===== src/rtl/tx_sched_pkg.sv =====
package tx_sched_pkg;
  localparam int WORD_W = 16;

  typedef enum logic [2:0] {
    WT_IDLE = 3'd0,
    WT_CTRL = 3'd1,
    WT_DATA = 3'd2,
    WT_TCTL = 3'd3,
    WT_TDAT = 3'd4
  } word_type_e;

  localparam logic [WORD_W-1:0] TRAIN_CTRL_PAT = 16'h0FFF;
  localparam logic [WORD_W-1:0] TRAIN_DATA_PAT = 16'hF000;

  function automatic logic [WORD_W-1:0] rotl1(input logic [WORD_W-1:0] a);
    return {a[WORD_W-2:0], a[WORD_W-1]};
  endfunction

  function automatic logic [3:0] fold4(input logic [WORD_W-1:0] w);
    logic [3:0] r;
    r = '0;
    for (int i = 0; i < WORD_W/4; i++) r ^= w[4*i +: 4];
    return r;
  endfunction
endpackage


===== src/rtl/tx_dip4_acc.sv =====
module tx_dip4_acc
  import tx_sched_pkg::*;
(
  input  logic              clk,
  input  logic              rst_n,
  input  logic              clear,
  input  logic              add_en,
  input  logic [WORD_W-1:0] add_word,
  input  logic [WORD_W-1:0] cw_nodip,
  output logic [3:0]        dip4
);
  logic [WORD_W-1:0] acc;

  // parity of everything since the last control word, closed by the control word
  assign dip4 = fold4(rotl1(acc) ^ cw_nodip);

  always_ff @(posedge clk or negedge rst_n) begin
    if (!rst_n)      acc <= '0;
    else if (clear)  acc <= '0;
    else if (add_en) acc <= rotl1(acc) ^ add_word;
  end


  no_clear_add_chk: assert property (@(posedge clk) disable iff (!rst_n)
    clear |=> acc == '0);
endmodule


===== src/rtl/tx_train_seq.sv =====
module tx_train_seq #(
  parameter int PAT_LEN = 10,
  parameter int REPS    = 10
) (
  input  logic clk,
  input  logic rst_n,
  input  logic start,
  output logic busy,
  output logic phase_data,
  output logic last
);
  localparam int PW = $clog2(PAT_LEN + 1);
  localparam int RW = $clog2(REPS + 1);

  logic [PW-1:0] pos;
  logic [RW-1:0] rep;
  logic          pos_end;

  assign pos_end = (pos == PW'(PAT_LEN - 1));
  assign last    = busy && phase_data && pos_end && (rep == RW'(REPS - 1));

  always_ff @(posedge clk or negedge rst_n) begin
    if (!rst_n) begin
      busy <= 1'b0; phase_data <= 1'b0; pos <= '0; rep <= '0;
    end else if (start) begin
      busy <= 1'b1; phase_data <= 1'b0; pos <= '0; rep <= '0;
    end else if (busy) begin
      if (last) busy <= 1'b0;
      if (pos_end) begin
        pos        <= '0;
        phase_data <= ~phase_data;
        if (phase_data) rep <= rep + 1'b1;
      end else begin
        pos <= pos + 1'b1;
      end
    end
  end


  no_restart_chk: assert property (@(posedge clk) disable iff (!rst_n)
    start |-> !busy);
endmodule


===== src/rtl/tx_burst_scheduler.sv =====
module tx_burst_scheduler
  import tx_sched_pkg::*;
#(
  parameter int BURST_BYTES   = 16,
  parameter int TRAIN_PAT_LEN = 10,
  parameter int TRAIN_REPS    = 10
) (
  input  logic        clk,
  input  logic        rst_n,
  input  logic        in_valid,
  output logic        in_ready,
  input  logic [15:0] in_data,
  input  logic        in_eop,
  input  logic        in_err,
  input  logic        grant,
  input  logic        idle_req,
  input  logic        train_req,
  output logic [2:0]  out_type,
  output logic [15:0] out_word,
  output logic        dip4_bad
);
  localparam int BURST_WORDS = BURST_BYTES / 2;
  localparam int CW          = $clog2(BURST_WORDS + 1);

  typedef enum logic [1:0] {S_GAP, S_BURST, S_TRAIN} sched_st_e;

  sched_st_e   st;
  logic [CW-1:0] cnt;
  logic        eop_pend, bad_pend, pkt_first, train_pend;
  logic        accept, go_burst, go_train, word_last, acc_clear;
  logic [15:0] cw_nodip;
  logic [3:0]  dip4;
  logic        seq_busy, seq_data, seq_last;

  assign in_ready  = (st == S_BURST);
  assign accept    = in_ready && in_valid;
  assign go_train  = (st == S_GAP) && train_pend;
  assign go_burst  = (st == S_GAP) && !train_pend && !idle_req && in_valid && grant;
  assign word_last = accept && (in_eop || in_err || cnt == CW'(BURST_WORDS - 1));
  assign cw_nodip  = {go_burst, eop_pend, go_burst & pkt_first, 9'd0, 4'hF};
  assign acc_clear = (st == S_GAP) || (st == S_TRAIN) || (st == S_BURST && !in_valid);

  tx_dip4_acc u_dip (
    .clk(clk), .rst_n(rst_n), .clear(acc_clear), .add_en(accept),
    .add_word(in_data), .cw_nodip(cw_nodip), .dip4(dip4)
  );

  tx_train_seq #(.PAT_LEN(TRAIN_PAT_LEN), .REPS(TRAIN_REPS)) u_train (
    .clk(clk), .rst_n(rst_n), .start(go_train),
    .busy(seq_busy), .phase_data(seq_data), .last(seq_last)
  );

  always_ff @(posedge clk or negedge rst_n) begin
    if (!rst_n) begin
      st <= S_GAP; cnt <= '0;
      eop_pend <= 1'b0; bad_pend <= 1'b0; pkt_first <= 1'b1; train_pend <= 1'b0;
      out_type <= WT_IDLE; out_word <= '0; dip4_bad <= 1'b0;
    end else begin
      train_pend <= (train_pend & ~go_train) | train_req;
      unique case (st)
        S_GAP: begin
          out_type <= go_burst ? WT_CTRL : WT_IDLE;
          out_word <= {cw_nodip[15:4], bad_pend ? ~dip4 : dip4};
          dip4_bad <= bad_pend;
          eop_pend <= 1'b0;
          bad_pend <= 1'b0;
          if (go_train) st <= S_TRAIN;
          else if (go_burst) begin
            st  <= S_BURST;
            cnt <= '0;
          end
        end
        S_BURST: begin
          dip4_bad <= 1'b0;
          if (accept) begin
            out_type  <= WT_DATA;
            out_word  <= in_data;
            cnt       <= cnt + 1'b1;
            pkt_first <= in_eop | in_err;
            if (word_last) begin
              st       <= S_GAP;
              eop_pend <= in_eop | in_err;
              bad_pend <= in_err & ~in_eop;
            end
          end else begin
            // FIFO ran dry mid-burst: close it here with an idle word
            out_type <= WT_IDLE;
            out_word <= {cw_nodip[15:4], dip4};
            st       <= S_GAP;
          end
        end
        default: begin
          out_type <= seq_data ? WT_TDAT : WT_TCTL;
          out_word <= seq_data ? TRAIN_DATA_PAT : TRAIN_CTRL_PAT;
          dip4_bad <= 1'b0;
          if (seq_last) st <= S_GAP;
        end
      endcase
    end
  end


  accept_to_data_chk: assert property (@(posedge clk) disable iff (!rst_n)
    (in_valid && in_ready) |=> out_type == WT_DATA);

  ctrl_needs_grant_chk: assert property (@(posedge clk) disable iff (!rst_n)
    (st == S_GAP && !grant) |=> out_type != WT_CTRL);

  burst_len_chk: assert property (@(posedge clk) disable iff (!rst_n)
    (st == S_BURST) |-> cnt < CW'(BURST_WORDS));

  bad_dip_eop_chk: assert property (@(posedge clk) disable iff (!rst_n)
    dip4_bad |-> (out_word[14] && (out_type == WT_IDLE || out_type == WT_CTRL)));

  train_first_chk: assert property (@(posedge clk) disable iff (!rst_n)
    (st == S_GAP && train_pend) |=> (st == S_TRAIN && out_type == WT_IDLE && seq_busy));
endmodule


===== config.mk =====
export PLATFORM = sky130hd
export DESIGN_NAME = tx_burst_scheduler
export DESIGN_NICKNAME = d
export VERILOG_FILES = /design/src/rtl/tx_sched_pkg.sv /design/src/rtl/tx_dip4_acc.sv /design/src/rtl/tx_train_seq.sv /design/src/rtl/tx_burst_scheduler.sv
export SDC_FILE = /design/constraint.sdc
export NUM_CORES = 1
export LEC_CHECK = 0
export BUFFER_PORTS_ARGS = -buffer_cell sky130_fd_sc_hd__buf_2
export CAP_MARGIN = 20
export CORE_ASPECT_RATIO = 2
export CORE_MARGIN = 2
export CORE_UTILIZATION = 45
export DETAILED_ROUTE_END_ITERATION = 10
export GPL_ROUTABILITY_DRIVEN = 0
export PLACE_DENSITY = 0.66
export SETUP_SLACK_MARGIN = 0.02
export SLEW_MARGIN = 25
export SYNTH_ARGS = -nofsm -noshare
export SYNTH_HDL_FRONTEND = slang
export SYNTH_SLANG_ARGS = --single-unit

===== constraint.sdc =====
create_clock -name clk -period 1.9 [get_ports clk]
set_input_delay 0.57 -clock clk [delete_from_list [all_inputs] [get_ports clk]]
set_output_delay 0.57 -clock clk [all_outputs]
set_load 0.1 [all_outputs]

### Yosys cells after proc, flatten, opt, wreduce, memory -nomap -nowiden

Index checks and enable logic that the tools add are counted.

| word-level totals | value |
|---|---|
| word-level logic and storage cells | 113 |
| input port bits | 24 |
| bits in registers | 56 |

| cells by class | value |
|---|---|
| multiplexer cells | 40 |
| equal/unequal tests | 11 |
| reductions and logical operators | 31 |
| bitwise logic cells | 14 |
| $add $sub $neg | 3 |

Operators by type and width:

| operator | count |
|---|---|
| two-way mux 16 bit | 4 |
| two-way mux 4 bit | 11 |
| case mux 16 bit (2 select lines) | 1 |
| XOR 16 bit | 2 |
| adder 4 x 1 -> 4 bit (second input constant) | 3 |
| two-way mux 1 bit | 12 |
| two-way mux 2 bit | 6 |
| XOR 4 bit | 3 |
| logical AND 1 bit | 11 |
| nonzero test 2 bit | 5 |
| AND reduction 3 bit | 3 |
| == test 4 bit (second input constant) | 2 |
| case mux 4 bit (2 select lines) | 1 |
| case mux 3 bit (2 select lines) | 1 |
| == test 4 x 3 -> 1 bit (second input constant) | 1 |
| logical OR 1 bit | 4 |
| != test 2 x 1 -> 1 bit (second input constant) | 2 |
| != test 2 bit (second input constant) | 2 |
| inverter 4 bit | 1 |
| case mux 1 bit (2 select lines) | 2 |
| case mux 2 bit (2 select lines) | 1 |
| AND reduction 2 bit | 2 |
| AND reduction 4 bit | 1 |
| bitwise AND 1 bit | 3 |
| other kinds (10) | 15 |

### Longest topological paths before layout

Gate-level depths: netlist of run 1.

| depth | value |
|---|---|
| depth in word-level cells | 13 |
| mapped depth | 8 |

### Modules after synthesis

From an unflattened synthesis of run 1, not the netlist that was laid out.

| unflattened totals | value |
|---|---|
| cell total of the unflattened synthesis | 282 |
| area total of the unflattened synthesis | 2874.0 µm² |

By module, submodules not included:

| module | area an instance (µm²) | cells each | sequential area each (µm²) | instances |
|---|---|---|---|---|
| tx_burst_scheduler | 1317.5 | 127 | 752.0 | 1 |
| tx_dip4_acc | 988.4 | 97 | 400.4 | 1 |
| tx_train_seq | 568.0 | 58 | 250.2 | 1 |

### Worst setup path before layout of run 1

OpenSTA, ideal clock, no wires.

| path | value |
|---|---|
| path kind | reg2reg |
| from | register st[0] |
| to | register cnt[0] |
| required time | 1.770 ns |
| setup slack | -0.538 ns |
| stages on the path, launching flop included | 7 |
| setup time | 0.130 ns |
| buffers on the path | 1 |
| period minus slack after synthesis | 2.438 ns |
| arrival time | 2.307 ns |
| cells stage by stage | dfrtp_1 > inv_1 > nor2_1 > nand2_1 > clkbuf_1 > nand3_1 > o21ai_0 |

RTL lines:

| what | line | source |
|---|---|---|
| start: declaration | tx_burst_scheduler.sv:27 | `sched_st_e st;` |
| start signal: assignment | tx_burst_scheduler.sv:55 | `st <= S_GAP; cnt <= '0;` |
| start signal: assignment | tx_burst_scheduler.sv:67 | `if (go_train) st <= S_TRAIN;` |
| start signal: assignment | tx_burst_scheduler.sv:69 | `st <= S_BURST;` |
| == test 2 x 1 -> 1 bit * | tx_burst_scheduler.sv:35 | `assign in_ready = (st == S_BURST);` |
| via in_ready | tx_burst_scheduler.sv:11 | `output logic in_ready,` |
| logical AND 1 bit | tx_burst_scheduler.sv:36 | `assign accept = in_ready && in_valid;` |
| != test 2 x 1 -> 1 bit (no source line) | n/a |  |
| AND reduction 4 bit (no source line) | n/a |  |
| end signal: assignment | tx_burst_scheduler.sv:78 | `cnt <= cnt + 1'b1;` |
| end: declaration | tx_burst_scheduler.sv:28 | `logic [CW-1:0] cnt;` |

Mark *: on every way through the listed nets, which the timed path passes. The rest lies on a longest branch.
A chain may end at the register's enable or synchronous reset.

### Worst setup path after layout of run 1

| path | value |
|---|---|
| from | register st[0] |
| to | output port in_ready |

| between the ends | value |
|---|---|
| word-level cells in the longest chain between the ends | 1 |

Ends and longest elaborated chain:

| what | line |
|---|---|
| == test 2 x 1 -> 1 bit | tx_burst_scheduler.sv:35 |
| end: declaration | tx_burst_scheduler.sv:11 |

No other way between the ends.

==> qor.txt, run 1 <==
CTS Sinks -> 56
Final nets -> 333
initial antenna violation count -> 0
share of layout cells above drive strength 1 -> 21.0%
DIE AREA -> 6380 um2
Distinct cells, synth -> 33
Syn Inst Count -> 256
multiplexer share of the synthesized area -> 0.972%
initial core utilization -> 45.9%
CTS Buffer Depth -> 2
Worst R2R Setup Slack -> 260 ps
Worst EP arrival -> 1210 ps
DRT iter0 DRCs -> 81
clock skew -> 4.26 ps
Placeable Area -> 5610 um2
RR Startpoint -> st[1]
first-pass GRT wire length -> 9150 um
share of the yosys chip area belonging to registers -> 54.5%
Max Slew Vio Count -> 0
Hold Violations, Final -> 0
post-synthesis compound-gate area fraction -> 11.3%
cts hold-fix bufs -> 0
final setup fails -> 0
launch point of the worst path -> st[0]
#FFs+latches synth -> 56
GRT overflow -> 0
HPWL Detailed -> 3750 um
post_cts resized -> 0
RSZ-0062 raised after global routing -> no
drt wl/cell -> 14.1 um
post-route antenna net violation count -> 0
adder and majority gate portion of the synthesized area -> 2.43%
main combinational cell family by area after synthesis -> simple AND/OR/NAND/NOR gates
post-CTS setup buffers -> 0
f_max -> 0.561 GHz
XOR/XNOR share of the synthesized area -> 12.6%
number of synthesized flops with an enable pin -> 0
Slew headroom -> 67.3%
most frequent cells in the layout -> dfrtp_1, nand2_1, buf_2
largest net degree at the start of global routing -> 57
worst vdd ir -> 1160 uV
DIE HEIGHT -> 111 um
simple-gate share of the synthesized area -> 15.6%
Startpoint Class -> flip-flop
CP max FO -> 7
Cell Rows -> 39
Design Area, Final -> 3050 um2
CP Capture Point -> in_ready
Reg clk slew, reported paths -> 70 ps
Setup TNS -> 0 ps
min cycle time layout -> 1780 ps
Max Cap Viol -> 0
reg2reg end -> out_word[3]
PwrDens -> 1310 nW/um2
Netlist Area Pre-Place -> 2570 um2
Setup CP Type -> flip-flop to output pin
most common cell after layout, fill and taps aside -> dfrtp_1
Pleak -> 1.38 nW
drt pass-1 iters -> 4
Via density -> 5.19
Avg Inst Size Synth -> 10.1 um2
die width -> 57.5 um
CTS Buf Count -> 5
period utilisation layout -> 93.8%
Synthesized Nets -> 285
vias in the first global route -> 1,996
Vias -> 1,898
H-tree Lvls -> 2
CTS tree -> yes
Async S/R FF share, synth -> 100%
Ys Warns -> 0
Worst Tran Pin Value -> 493 ps
dpl cell area -> 2910 um2
# diodes -> 0
final WL -> 5160 um
Worst setup EP type -> output pin
Main synth FF type -> dfrtp_1
Total GRT Usage -> 18.2%
fillers -> 531
area grow syn2layout -> 18.7%
IO Pins -> 45
clk root buf -> clkbuf_16
FF-to-FF path depth -> 5
DRC viols -> 0
clock latency on the worst-skew pair -> 280 ps
status -> completed
Worst EP required -> 1330 ps
HP Class -> input pin to async pin
PortBufs -> 44
-- synthesized netlist by cell type, drive strengths merged, types with 2 or more instances --
library cell  count  area (um2)
buf               5        31.3
a21o              3        22.5
xor2              7        61.3
a21oi            17        85.1
nand4             2        12.5
ha                5        62.6
nand2            54         203
nor2b             2        12.5
o21ai            24         120
clkbuf            5        18.8
dfrtp            55        1380
o211ai            4        30.0
nor3              4        20.0
nor2             14        55.1
nand3             2        10.0
xnor2            30         263
nand2b            3        18.8
and2              3        18.8
inv               5        18.8
-- power by group --
part	internal (mW)	switching [mW]	total (mW)	leakage [nW]
registers	1.40	0.110	1.51	0.699
logic	0.294	1.30	1.59	0.607
clock network	0.526	0.378	0.904	0.0712
-- metal layers --
metal | global-route usage [%] | wire, um
met2 | 29.4 | 2560
met1 | 24.7 | 2270
met4 | 5.58 | 100
met3 | 2.80 | 229
met5 | 0 | 0
-- sequential cells by signal (all words and copies together) (netlist names) --
name                flops
out_word               16
pkt_first               1
out_type                3
train_pend              1
u_train.phase_data      1
u_train.rep             4
st                      2
bad_pend                1
u_dip.acc              16
cnt                     4
u_train.pos             4
u_train.busy            1
dip4_bad                1
eop_pend                1
-- cells by family after synthesis --
| family | after synthesis |
|---|---|
| buf+inv | 15 |
| flops | 56 |
| mux | 2 |
| compound gates | 52 |
| fa+ha+maj | 5 |
| simple gates | 89 |
| xor+xnor | 37 |
-- stage by stage --
| step | total power, mW | utilization (%) | instances | setup WS, ps | hold slack (ps) |
|---|---|---|---|---|---|
| 6_report | 4.00 | 54.4 | 366 | 118 | 271 |
| 3_5_place_dp | 3.14 | 51.8 | 358 | 194 | 530 |
| 4_1_cts | 4.06 | 54.4 | 366 | 123 | 287 |
| 3_3_place_gp | 3.11 | 51.8 | 358 | 253 | 522 |
| 5_1_grt | 4.22 | 54.4 | 366 | 35.6 | 292 |
| 2_1_floorplan | 2.83 | - | 256 | 304 | 274 |
-- worst max-delay path: stages, from the launching register on --
cell	delay [ps]
dfrtp_1	460
inv_1	140
nor2_4	140
buf_12	180
-- layout make-up --
type | count | area (um2) | area share, %
clock buffers | 8 | 146 | 4.79
inverters | 5 | 18.8 | 0.615
multi-input cells | 185 | 1110 | 36.3
flip-flops and latches | 56 | 1400 | 45.9
well taps | 61 | 76.3 | 2.50
repair buffers | 51 | 300 | 9.83
-- worst min-delay path by stage --
stage	endpoint	slack (ps)
6_report	u_train.rep[2]	270
5_1_grt	u_train.rep[2]	290
4_1_cts	out_word[12]	290
3_5_place_dp	bad_pend	530
3_3_place_gp	u_train.rep[3]	520
2_1_floorplan	bad_pend	270
Note: power is estimated with default switching activity, not from simulation.
==> inputs of run 2 (changes only) <==
==> constraint.sdc (replaced) <==
create_clock -name clk -period 1.9 [get_ports clk]
set_input_delay 0.38 -clock clk [delete_from_list [all_inputs] [get_ports clk]]
set_output_delay 0.38 -clock clk [all_outputs]
set_load 0.1 [all_outputs]
==> qor.txt, run 2 (synthesis gave the netlist of run 1 again) <==
fillers -> 504 (-5.1%)
DIE HEIGHT -> 111 um (unchanged)
initial core utilization -> 45.9% (unchanged)
final WL -> 5240 um (+1.6%)
reg2reg end -> out_word[3]
DIE AREA -> 6380 um2 (unchanged)
Worst EP required -> 1520 ps (+190 ps)
Max Cap Viol -> 0 (unchanged)
period utilisation layout -> 91.2% (-2.6 points)
GRT overflow -> 0 (unchanged)
share of layout cells above drive strength 1 -> 21.1% (+0.069 points)
clock latency on the worst-skew pair -> 290 ps (about the same)
area grow syn2layout -> 18.6% (about the same)
post-CTS setup buffers -> 0 (unchanged)
Hold Violations, Final -> 0 (unchanged)
initial antenna violation count -> 0 (unchanged)
status -> completed
CP max FO -> 15 (+8)
Slowest-stage cell, CP -> dfrtp_1
Cell Rows -> 39 (unchanged)
Total GRT Usage -> 18.5% (+0.30 points)
RR Startpoint -> st[1]
dpl cell area -> 2890 um2 (-0.77%)
FF-to-FF path depth -> 5 (unchanged)
first-pass GRT wire length -> 9200 um (+0.52%)
Worst EP arrival -> 1350 ps (+140 ps)
Placeable Area -> 5610 um2 (unchanged)
PortBufs -> 44 (unchanged)
most frequent cells in the layout -> dfrtp_1, nand2_1, buf_2
Worst R2R Setup Slack -> 250 ps (about the same)
Tot Pwr -> 4.14 mW (+3.3%)
worst path bufs/invs -> 1 (-1)
HP Class -> input pin to async pin
pre-CTS setup slack -> 269 ps (+74.6 ps)
final setup fails -> 0 (unchanged)
top flop regs -> out_word (16), u_dip.acc (16)
launch point of the worst path -> st[1]
HPWL Detailed -> 3940 um (+4.9%)
cell family with most CP delay -> flip-flops
drt wl/cell -> 14.4 um (+1.9%)
DRC viols -> 0 (unchanged)
clock skew -> 5.01 ps (+0.747 ps)
Via density -> 5.22 (+0.59%)
CTS Buf Count -> 5 (unchanged)
CTS tree -> yes
Design Area, Final -> 3050 um2 (about the same)
Max Slew Vio Count -> 0 (unchanged)
final worst setup slack -> 167 ps (+49.0 ps)
worst vdd ir -> 1300 uV (+12%)
vias in the first global route -> 1,943 (-2.7%)
drt pass-1 iters -> 4 (unchanged)
Setup CP Type -> flip-flop to output pin
die width -> 57.5 um (unchanged)
min cycle time layout -> 1730 ps (-49.0 ps)
Final nets -> 332 (-0.30%)
CTS Sinks -> 56 (unchanged)
most common cell after layout, fill and taps aside -> dfrtp_1
Crit path largest cell delay -> 540 ps (+80 ps)
IO Pins -> 45 (unchanged)
RSZ-0062 raised after global routing -> no
CTS Buffer Depth -> 2 (unchanged)
Startpoint Class -> flip-flop
PwrDens -> 1360 nW/um2 (+3.4%)
# diodes -> 0 (unchanged)
Worst Tran Pin Value -> 536 ps (+42.4 ps)
Worst setup EP type -> output pin
DRT iter0 DRCs -> 55 (-32%)
largest net degree at the start of global routing -> 25 (-56%)
crit-path cells -> nor2_4, clkbuf_4
Pleak -> 1.38 nW (+0.11%)
Reg clk slew, reported paths -> 70 ps (about the same)
clk root buf -> clkbuf_16
Setup TNS -> 0 ps (unchanged)
Slew headroom -> 64.3% (-3.1 points)
H-tree Lvls -> 2 (unchanged)
f_max -> 0.577 GHz (+2.8%)
Worst Hold Margin -> 65.3 ps (-206 ps)
Vias -> 1,904 (+0.32%)
post-route antenna net violation count -> 0 (unchanged)
[run 2: metrics by stage]
step / cells / util (%)
after CTS: 365 / 54.3
after global placement: 357 / 51.4
final: 365 / 54.4
after detailed placement: 357 / 51.4
after floorplan: 256 / -
after global routing: 365 / 54.4
[run 2: worst max-delay path by stage]
stage | to | slack, ps | cells after the start
floorplan | cnt[0] | 300 | 6
global placement | out_word[3] | 320 | 5
detailed placement | out_word[3] | 270 | 5
CTS | in_ready | 70 | 2
global route | out_word[3] | 30 | 5
finish | in_ready | 170 | 2
[run 2: final cells by class]
class,instances,area (um2),area share [%]
multi-input combinational,185,1110,36.4
timing repair buffer,50,280,9.18
tap,61,76.3,2.50
inverter,5,18.8,0.615
clock buffer,6,129,4.22
sequential,56,1400,46.0
clock inverter,2,35.0,1.15
[run 2: what timing repair did]
| item | 4_1_cts | 5_1_grt |
|---|---|---|
| resized for setup | 0 | 1 |
| hold buffers | 0 | 0 |
| endpoints found under the setup margin | 0 | 1 |
[run 2: report_power, final]
| group | leakage (nW) | internal [mW] | switching (mW) |
|---|---|---|---|
| Combinational | 0.599 | 0.294 | 1.30 |
| Clock | 0.0808 | 0.621 | 0.407 |
| Sequential | 0.699 | 1.40 | 0.119 |
| Total | 1.38 | 2.31 | 1.82 |
[run 2: per-layer routing]
| metal | share of wire [%] | track usage (%) |
|---|---|---|
| met3 | 3.9 | 3.38 |
| met2 | 50 | 29.6 |
| met1 | 44 | 24.9 |
| met4 | 1.8 | 6.05 |
| met5 | 0 | 0 |
[run 2: worst reg2reg max path, stage by stage, from the launching register on]
cell and delay [ps]:
dfrtp_1 540, nor2_1 390, nand2_1 220, xnor2_1 260
nand2_1 80, o211ai_1 80
==> inputs of run 3 (changes only) <==
--- a/config.mk
+++ b/config.mk
@@ -10,6 +10,7 @@
 export CORE_ASPECT_RATIO = 2
 export CORE_MARGIN = 2
 export CORE_UTILIZATION = 45
+export CTS_BUF_LIST = sky130_fd_sc_hd__clkbuf_2
 export DETAILED_ROUTE_END_ITERATION = 10
 export GPL_ROUTABILITY_DRIVEN = 0
 export PLACE_DENSITY = 0.66
==> qor.txt, run 3 (synthesis gave the netlist of run 1 again) <==
CTS Buf Count -> 5 (unchanged)
register share of total power -> 40.9% (+4.2 points)
drt wl/cell -> 14.1 um (-2.0%)
top flop regs -> out_word (16), u_dip.acc (16)
# diodes -> 0 (unchanged)
Final nets -> 336 (+1.2%)
H-tree Lvls -> 2 (unchanged)
initial antenna violation count -> 0 (unchanged)
CTS tree -> yes
Psw -> 1.78 mW (-2.5%)
end of the worst hold path -> train_pend
die width -> 57.5 um (unchanged)
HPWL Detailed -> 3940 um (unchanged)
Worst R2R Setup Slack -> 310 ps (+60 ps)
Startpoint Class -> flip-flop
switch share -> 48.1% (+4.0 points)
worst vdd ir -> 1230 uV (-5.4%)
f_max -> 0.565 GHz (-2.2%)
DRC viols -> 0 (unchanged)
Max Cap Viol -> 0 (unchanged)
final setup fails -> 0 (unchanged)
clock skew -> 20.0 ps (+15.0 ps)
clock share of power -> 15.9% (-8.9 points)
reg2reg end -> st[1]
combinational group share of total power -> 43.2% (+4.7 points)
area grow syn2layout -> 16.0%
DRT iter0 DRCs -> 51 (-7.3%)
Worst setup EP type -> output pin
share of layout cells above drive strength 1 -> 22.4% (+1.3 points)
Reg clk slew, reported paths -> 250 ps (+180 ps)
IO Pins -> 45 (unchanged)
Setup CP Type -> flip-flop to output pin
Worst Hold Margin -> 109 ps (+43.8 ps)
PwrDens -> 1240 nW/um2 (-8.6%)
DIE AREA -> 6380 um2 (unchanged)
vias in the first global route -> 1,944 (+0.051%)
HP Start -> train_req
clock latency on the worst-skew pair -> 460 ps (+170 ps)
CTS Buffer Depth -> 2 (unchanged)
launch point of the worst path -> st[1]
Total GRT Usage -> 18.2% (-0.25 points)
clk root buf -> clkbuf_2
Worst Tran Pin Value -> 527 ps (-8.89 ps)
Tot Pwr -> 3.70 mW (-11%)
Setup TNS -> 0 ps (unchanged)
CP max FO -> 7 (-8)
drt pass-1 iters -> 4 (unchanged)
Worst EP required -> 1520 ps (about the same)
post-route antenna net violation count -> 0 (unchanged)
most frequent cells in the layout -> nand2_1, dfrtp_1, buf_2
Pleak -> 1.36 nW (-1.4%)
min cycle time layout -> 1770 ps (+38.1 ps)
RSZ-0062 raised after global routing -> no
largest net degree at the start of global routing -> 25 (unchanged)
period utilisation layout -> 93.2% (+2.0 points)
HP Class -> input pin to flip-flop
hold depth -> 2
status -> completed
CTS Sinks -> 56 (unchanged)
GRT overflow -> 0 (unchanged)
Vias -> 1,928 (+1.3%)
Worst EP arrival -> 1390 ps (+40 ps)
Cell Rows -> 39 (unchanged)
initial core utilization -> 45.9% (unchanged)
first-pass GRT wire length -> 9040 um (-1.7%)
RR Startpoint -> u_train.pos[1]
DIE HEIGHT -> 111 um (unchanged)
Max Slew Vio Count -> 0 (unchanged)
Via density -> 5.22 (+0.16%)
Placeable Area -> 5610 um2 (unchanged)
Int Pwr -> 1.92 mW (-17%)
Hold Violations, Final -> 0 (unchanged)
final WL -> 5200 um (-0.92%)
FF-to-FF path depth -> 6 (+1)
PortBufs -> 44 (unchanged)
Slew headroom -> 64.9% (+0.59 points)
[run 3: changes by cell type in the layout (fill, tap and decap cells not counted), sizes merged]
cell         before  now
dlygate4sd3       0    1
clkbuf            7    6
buf              49   53
[run 3: worst max-delay path by stage]
| stage | depth (start not counted) | to | slack, ps |
|---|---|---|---|
| 4_1_cts | 2 | in_ready | 50 |
| 6_report | 2 | in_ready | 130 |
| 3_3_place_gp | 5 | out_word[3] | 320 |
| 5_1_grt | 2 | in_ready | 40 |
| 3_5_place_dp | 5 | out_word[3] | 270 |
| 2_1_floorplan | 6 | cnt[0] | 300 |
[run 3: worst max-delay path, cell delays in order, from the launching register on]
cell and delay [ps]:
dfrtp_2 520, nor2_4 130, buf_4 290
[run 3: through the flow]
stage / area [um2] / utilization, % / setup WS (ps) / std cells
floorplan: 2580 / - / 304 / 256
global placement: 2890 / 51.4 / 325 / 357
detailed placement: 2890 / 51.4 / 269 / 357
CTS: 2970 / 53.0 / 46.0 / 367
global route: 2990 / 53.2 / 43.2 / 369
finish: 2990 / 53.2 / 129 / 369
[run 3: cell type report]
| class | count | area, um2 |
|---|---|---|
| Clock inverter | 2 | 35.0 |
| Clock buffer | 6 | 30.0 |
| Sequential cell | 56 | 1400 |
| Inverter | 5 | 18.8 |
| Fill cell | 517 | 2630 |
| Multi-Input combinational cell | 185 | 1110 |
| Timing Repair Buffer | 54 | 313 |
| Tap cell | 61 | 76.3 |
[run 3: repair_timing]
item | 4_1_cts | 5_1_grt
endpoints found under the setup margin | 1 | 1
buffers inserted | 1 | 2
gates resized for setup | 2 | 0
hold endpoints to repair | 19 | 0
hold buffers | 1 | 0
[run 3: metal layers]
layer / track usage (%) / share of wire [%] / vias up
met2: 29.2 / 50 / 45
met4: 6.51 / 1.6 / 0
li1: - / - / 938
met1: 23.9 / 43 / 939
met3: 3.85 / 4.7 / 6
met5: 0 / 0 / -
[run 3: power groups by stage]
stage	sequential (mW)	clock, mW	combinational (mW)
2_1_floorplan	2.49	0	0.338
3_3_place_gp	1.53	0	1.59
3_5_place_dp	1.54	0	1.60
4_1_cts	1.52	0.611	1.61
5_1_grt	1.55	0.657	1.70
6_report	1.51	0.587	1.60
